**config.mk**
```make
export PLATFORM = sky130hd
export DESIGN_NAME = sdcard_clk_gen
export DESIGN_NICKNAME = d
export VERILOG_FILES = /design/src/rtl/sdc_pkg.sv /design/src/rtl/sdc_ready_timer.sv /design/src/rtl/sdc_toggle_div.sv /design/src/rtl/sdc_out_gate.sv /design/src/rtl/sdcard_clk_gen.sv
export SDC_FILE = /design/constraint.sdc
export NUM_CORES = 1
export LEC_CHECK = 0
export ABC_AREA = 1
export ABC_CLOCK_PERIOD_IN_PS = 2000
export BUFFER_PORTS_ARGS = -buffer_cell sky130_fd_sc_hd__buf_2
export CAP_MARGIN = 20
export CORE_AREA = 10 10 79 81
export CTS_BUF_LIST = sky130_fd_sc_hd__clkbuf_4
export DETAILED_ROUTE_END_ITERATION = 6
export DIE_AREA = 0 0 89 91
export HOLD_SLACK_MARGIN = 0.05
export PLACE_DENSITY = 0.72
export SLEW_MARGIN = 25
export SYNTH_ARGS = -nofsm -noshare
export SYNTH_HDL_FRONTEND = slang
export SYNTH_SLANG_ARGS = --single-unit
```
**constraint.sdc**
```tcl
create_clock -name clk_base -period 2 [get_ports clk_base]
set_input_delay 0.2 -clock clk_base [delete_from_list [all_inputs] [get_ports clk_base]]
set_output_delay 0.2 -clock clk_base [all_outputs]
set_load 0.05 [all_outputs]
```
**src/rtl/sdc_pkg.sv**
```systemverilog
// Shared definitions for the SD card clock divider.
// Assumes the register layout used by the top module: 8-bit low divisor,
// 2-bit upper divisor, one control bit per enable.
package sdc_pkg;

    localparam int unsigned LO_W   = 8;
    localparam int unsigned HI_W   = 2;
    localparam int unsigned HALF_W = LO_W + HI_W;

    // Keep only the most significant set bit of a narrow divisor field.
    function automatic logic [LO_W-1:0] keep_top_bit(input logic [LO_W-1:0] v);
        logic [LO_W-1:0] r;
        r = '0;
        for (int i = 0; i < int'(LO_W); i++) begin
            if (v[i]) r = LO_W'(1) << i;
        end
        return r;
    endfunction

    // Turn the register fields into the half ratio in effect for the selected mode.
    function automatic logic [HALF_W-1:0] half_ratio(input logic            wide,
                                                     input logic [HI_W-1:0] hi,
                                                     input logic [LO_W-1:0] lo);
        if (wide) return {hi, lo};
        return {{HI_W{1'b0}}, keep_top_bit(lo)};
    endfunction

endpackage

```
**src/rtl/sdc_ready_timer.sv**
```systemverilog
// Settle timer: raises ready SETTLE edges after run goes high, and drops it
// combinationally as soon as run is low. Assumes SETTLE >= 1.
module sdc_ready_timer #(
    parameter int unsigned SETTLE = 16
) (
    input  logic clk,
    input  logic rst_n,
    input  logic run,
    output logic ready
);
    localparam int unsigned CW = $clog2(SETTLE + 1);

    logic [CW-1:0] cnt;

    // Count base cycles while running, saturating at SETTLE.
    always_ff @(posedge clk) begin
        if (!rst_n || !run)            cnt <= '0;
        else if (cnt != CW'(SETTLE))   cnt <= cnt + 1'b1;
    end

    assign ready = run && (cnt == CW'(SETTLE));

endmodule

```
**src/rtl/sdc_toggle_div.sv**
```systemverilog
// Even divider: toggles div_q every HALF base cycles while run is high, giving
// a 50% duty clock of ratio 2*HALF. Held low and cleared when run is low.
// Assumes half != 0 whenever run is high and half is stable while running.
module sdc_toggle_div #(
    parameter int unsigned DW = 10
) (
    input  logic          clk,
    input  logic          rst_n,
    input  logic          run,
    input  logic [DW-1:0] half,
    output logic          div_q,
    output logic          div_next
);
    logic [DW-1:0] cnt;
    logic [DW-1:0] cnt_next;

    // Next-state of the phase counter and the toggle output.
    always_comb begin
        cnt_next = cnt + 1'b1;
        div_next = div_q;
        if (!run) begin
            cnt_next = '0;
            div_next = 1'b0;
        end else if (cnt == half - 1'b1) begin
            cnt_next = '0;
            div_next = ~div_q;
        end
    end

    // Phase counter and output register.
    always_ff @(posedge clk) begin
        if (!rst_n) begin
            cnt   <= '0;
            div_q <= 1'b0;
        end else begin
            cnt   <= cnt_next;
            div_q <= div_next;
        end
    end

endmodule

```
**src/rtl/sdc_out_gate.sv**
```systemverilog
// Output stage: gates the divided clock to the card pin, moving the gate only
// when the divided clock will be low; in bypass it ANDs the base clock with
// an enable captured on the falling edge. Produces the rising-edge qualifier.
// Assumes bypass only changes while open_req is low.
module sdc_out_gate (
    input  logic clk_base,
    input  logic rst_n,
    input  logic bypass,
    input  logic open_req,
    input  logic div_q,
    input  logic div_next,
    output logic card_clk,
    output logic card_clk_rise
);
    logic gate_q;
    logic gate_neg;
    logic rise_q;

    // Move the divided-path gate only at edges leaving the clock low.
    always_ff @(posedge clk_base) begin
        if (!rst_n)         gate_q <= 1'b0;
        else if (!div_next) gate_q <= open_req;
    end

    // Flag the cycle right after a gated rising edge of the divided clock.
    always_ff @(posedge clk_base) begin
        if (!rst_n) rise_q <= 1'b0;
        else        rise_q <= div_next & ~div_q & gate_q;
    end

    // Bypass enable changes only while the base clock is low.
    always_ff @(negedge clk_base) begin
        if (!rst_n) gate_neg <= 1'b0;
        else        gate_neg <= bypass & open_req;
    end

    assign card_clk      = bypass ? (clk_base & gate_neg) : (div_q & gate_q);
    assign card_clk_rise = bypass ? gate_neg : rise_q;

endmodule

```
**src/rtl/sdcard_clk_gen.sv**
```systemverilog
// SD card clock generator: clock-control halfword, divisor capture, settle
// timer, divider and glitch-free output gate.
// Assumes the divisor is captured only while the internal enable is off.
module sdcard_clk_gen #(
    parameter int unsigned STABLE_CYCLES = 16
) (
    input  logic        clk_base,
    input  logic        rst_n,
    input  logic        ver_wide,
    input  logic        reg_wr_en,
    input  logic [15:0] reg_wr_data,
    output logic [15:0] reg_rd_data,
    output logic        card_clk,
    output logic        card_clk_rise
);
    import sdc_pkg::*;

    localparam int unsigned ICE_BIT = 0;
    localparam int unsigned CCE_BIT = 2;
    localparam int unsigned HI_LSB  = 6;
    localparam int unsigned LO_LSB  = 8;

    logic              ice_q;
    logic              cce_q;
    logic [LO_W-1:0]   lo_q;
    logic [HI_W-1:0]   hi_q;
    logic [HALF_W-1:0] half_q;
    logic              wide_q;
    logic              stable;
    logic              bypass;
    logic              div_q;
    logic              div_next;
    logic [LO_W-1:0]   lo_in;
    logic [HI_W-1:0]   hi_in;

    // Register fields as they will read after this edge.
    always_comb begin
        lo_in = reg_wr_en ? reg_wr_data[LO_LSB +: LO_W] : lo_q;
        hi_in = reg_wr_en ? reg_wr_data[HI_LSB +: HI_W] : hi_q;
    end

    // Software-visible control fields.
    always_ff @(posedge clk_base) begin
        if (!rst_n) begin
            ice_q <= 1'b0;
            cce_q <= 1'b0;
            lo_q  <= '0;
            hi_q  <= '0;
        end else if (reg_wr_en) begin
            ice_q <= reg_wr_data[ICE_BIT];
            cce_q <= reg_wr_data[CCE_BIT];
            lo_q  <= lo_in;
            hi_q  <= hi_in;
        end
    end

    // Capture the effective half ratio and mode only while the divider is off.
    always_ff @(posedge clk_base) begin
        if (!rst_n) begin
            half_q <= '0;
            wide_q <= 1'b0;
        end else if (!ice_q) begin
            half_q <= half_ratio(ver_wide, hi_in, lo_in);
            wide_q <= ver_wide;
        end
    end

    assign bypass = (half_q == '0);

    sdc_ready_timer #(.SETTLE(STABLE_CYCLES)) u_timer (
        .clk   (clk_base),
        .rst_n (rst_n),
        .run   (ice_q),
        .ready (stable)
    );

    sdc_toggle_div #(.DW(HALF_W)) u_div (
        .clk      (clk_base),
        .rst_n    (rst_n),
        .run      (ice_q & ~bypass),
        .half     (half_q),
        .div_q    (div_q),
        .div_next (div_next)
    );

    sdc_out_gate u_gate (
        .clk_base      (clk_base),
        .rst_n         (rst_n),
        .bypass        (bypass),
        .open_req      (cce_q & stable),
        .div_q         (div_q),
        .div_next      (div_next),
        .card_clk      (card_clk),
        .card_clk_rise (card_clk_rise)
    );

    assign reg_rd_data = {lo_q, hi_q, 3'b000, cce_q, stable, ice_q};

endmodule

```
==> out/metrics.csv <==
stage,metric,value,unit
floorplanning,die-area,8100,sq um
worst_setup_path,cp-end-kind,output port,
power_and_ir_drop,intPower,1.16,mW
sta,finClkSkew,64.9,ps
routing,detailroute.via_count,1928,
logic_synthesis,synth_sequential_area_ratio,39.7,%
power_and_ir_drop,p_leak,1.18,nW
logic_synthesis,syn_inst,289,
grt,via_count_of_the_first_global_routing_pass,1817,
routing,drc_errors_left,0,
cts,cts_clock_pin_slew_for_the_worst_setup_and_hold_paths,110,ps
place,detailedPlacementHpwl,3590,um
logic_synthesis,ys_ff_latch,41,
layout,finish.instance_area,2530,sq um
cts,clock_tree.buffer_depth,2,
layout,num-nets-final,368,
grt,grt_max_degree,12,
layout,layout-drive-gt1-share,26.2,%
cts,clk-insertion-delay-late,420,ps
worst_hold_path,min_delay_path_depth,3,
floorplanning,die_span_in_x,89,um
floorplanning,die_height,91,um
routing,routed_wire_length_per_instance,11.2,um
layout,insertedDiodeCount,0,
worst_setup_path,cp.arrival,2100,ps
layout,final_common_cell,nand2_1,
logic_synthesis,netlist-cell-type-count,33,
worst_setup_path,critPathLaunch,u_gate.gate_neg,
worst_setup_path,r2r_cells,8,
power_and_ir_drop,power.density_cell_area,676,nW/um^2
run_status,violations_in_the_final_reports,setup timing,
routing,drt_iter0_markers,83,
sta,final-setup-viol-count,3,
place,port_buffers,30,
floorplanning,rows,25,
layout,syn_to_final_growth,22.4,%
power_and_ir_drop,pwr-share-clk,27.0,%
cts,numCtsBuffers,5,
power_and_ir_drop,switchingPower,549,uW
power_and_ir_drop,vdd.ir_drop.worst,0.500,mV
worst_setup_path,crit_path_max_fanout,2,
power_and_ir_drop,power.share.sequential,50.4,%
grt,antenna_found_initial,0,
logic_synthesis,post_synth.cell_area_avg,7.15,sq um
grt,grt-ovfl-total,0,
cts,ctsRootBufferMaster,clkbuf_4,
place,pre_cts_slack,-128,ps
sta,final_critical_path_setup_slack,-299,ps
cts,holdBufCountCts,0,
run_status,status,finished with violations,
sta,report.final.slew_viol_count,0,
logic_synthesis,yosys_warn_count,0,
cts,cts_htree_levels,2,
worst_setup_path,crit_required,1800,ps
floorplanning,starting_density,44.3,%
floorplanning,io_pins,38,
routing,ant_nets,0,
sta,final.setup.tns,-608,ps
flow_run,max_cap_viol_count,0,
routing,route.detailed.vias_per_inst,4.84,
worst_setup_path,reg2reg_launch_point,half_q[0],
worst_hold_path,hold_path.class,input pin to flop,
worst_setup_path,path_class,flop to output port,
worst_hold_path,worst_hold_startpoint,reg_wr_data[2],
layout,filler_cells,436,
routing,drtPass1Iterations,4,
place,gp_routability_congestion,0.794,
sta,rsz0062_at_grt,true,
sta,timing.final.hold_violations,0,
power_and_ir_drop,proportion_of_power_drawn_by_combinational_gates,22.6,%
routing,finalWirelength,4470,um
logic_synthesis,mappedNetlistArea,2070,sq um
place,place_area,2420,sq um
layout,mostFrequentLayoutCells,"nand2_1 (63), nor2_1 (46), dfxtp_1 (38)",
worst_setup_path,crit_path_launch_type,flop,
cts,cts_tree,done,
power_and_ir_drop,share_of_total_power_consumed_by_net_switching,32.1,%
grt,global_route_wire_length_before_repair,7470,um
grt,global_route.usage.total,11.3,%
floorplanning,placeableCoreArea,4660,sq um
==> repair_timing <==
| action | in CTS | in global routing |
|---|---|---|
| endpoints found under the setup margin | 3 | 5 |
| cloned | 0 | 0 |
| gates resized for setup | 9 | 4 |
| setup buffers | 1 | 0 |
| pin swaps | 5 | 4 |
==> path summary, 6_finish.rpt <==
check | slack (ps) | end
max | -300 | card_clk
min | 60 | cce_q
max reg2reg | -60 | u_gate.gate_neg
min reg2reg | 500 | u_div.cnt[0]
==> cells in the mapped netlist <==
cell type	count	share of area [%]
nand2_1	65	12
nor2_1	49	8.9
dfxtp_1	41	40
inv_1	34	6.2
nand3_1	15	3.6
o21ai_0	13	3.1
xor2_1	8	3.4
a21oi_1	7	1.7
buf_4	7	2.5
ha_1	4	2.4
inv_2	4	0.73
mux2i_1	4	1.9
nand2_2	3	0.91
nand3_2	3	1.5
nand4_1	3	0.91
nor2_2	3	0.91
nor3b_1	3	1.1
o22ai_1	3	0.91
xnor2_1	3	1.3
a32o_1	2	0.97
clkinv_1	2	0.36
o21ai_1	2	0.48
a21oi_2	1	0.42
a22o_1	1	0.42
conb_1	1	0.18
nor2_4	1	0.54
nor3_1	1	0.24
nor3_2	1	0.48
nor3b_4	1	0.91
o2111ai_1	1	0.42
o32ai_1	1	0.42
or2_0	1	0.30
or2_2	1	0.30
==> cells by family after synthesis <==
logic type      count (synthesis)  synth area share [%]
mux                             4                  1.94
buf+inv                        47                  9.81
simple gates                  150                  32.4
fa+ha+maj                       4                  2.42
compound gates                 31                  8.90
flops                          41                  39.7
other cells                     1                 0.181
xor+xnor                       11                  4.66
==> worst max-delay path: stages (launching register included) <==
cell     delay, ps
dfxtp_2        320
nand2_2         60
o32ai_4        100
buf_6          190
==> flip-flops by register name (all words and copies together) (netlist names), 2 cells and up <==
signal and cells:
u_div.cnt 10, half_q 10, u_timer.cnt 5, hi_q 2
lo_q 8
==> final cells by class <==
type | instances | area, sq um | share of cell area [%]
Sequential cell | 41 | 825 | 32.6
Multi-Input combinational cell | 203 | 1100 | 43.6
Clock inverter | 2 | 7.51 | 0.297
Timing Repair Buffer | 51 | 317 | 12.5
Clock buffer | 8 | 63.8 | 2.52
Inverter | 39 | 146 | 5.79
Tap cell | 54 | 67.6 | 2.67
==> power by group through the flow <==
stage / Sequential [mW] / Combinational (mW) / Clock (mW)
after global placement: 0.879 / 0.373 / 0.0184
after global routing: 0.866 / 0.431 / 0.503
after CTS: 0.862 / 0.383 / 0.470
final: 0.862 / 0.386 / 0.463
after floorplan: 0.926 / 0.218 / 0.0184
after detailed placement: 0.880 / 0.377 / 0.0184
==> through the flow <==
step | util (%) | hold WS [ps] | power, mW | std cells
detailed placement | 52.0 | 435 | 1.28 | 389
global route | 54.3 | 67.9 | 1.80 | 398
global placement | 52.0 | 427 | 1.27 | 389
floorplan | - | 335 | 1.16 | 291
finish | 54.3 | 58.2 | 1.71 | 398
CTS | 54.0 | 56.6 | 1.72 | 398
==> per-layer routing <==
layer / GRT usage, % / up-vias / routed length, um
met2: 18.7 / 34 / 2110
met1: 12.5 / 867 / 2090
met3: 3.84 / 7 / 190
met5: 0 / - / 0
li1: - / 1020 / -
met4: 5.70 / 0 / 87
(Power assumes the default switching activity.)
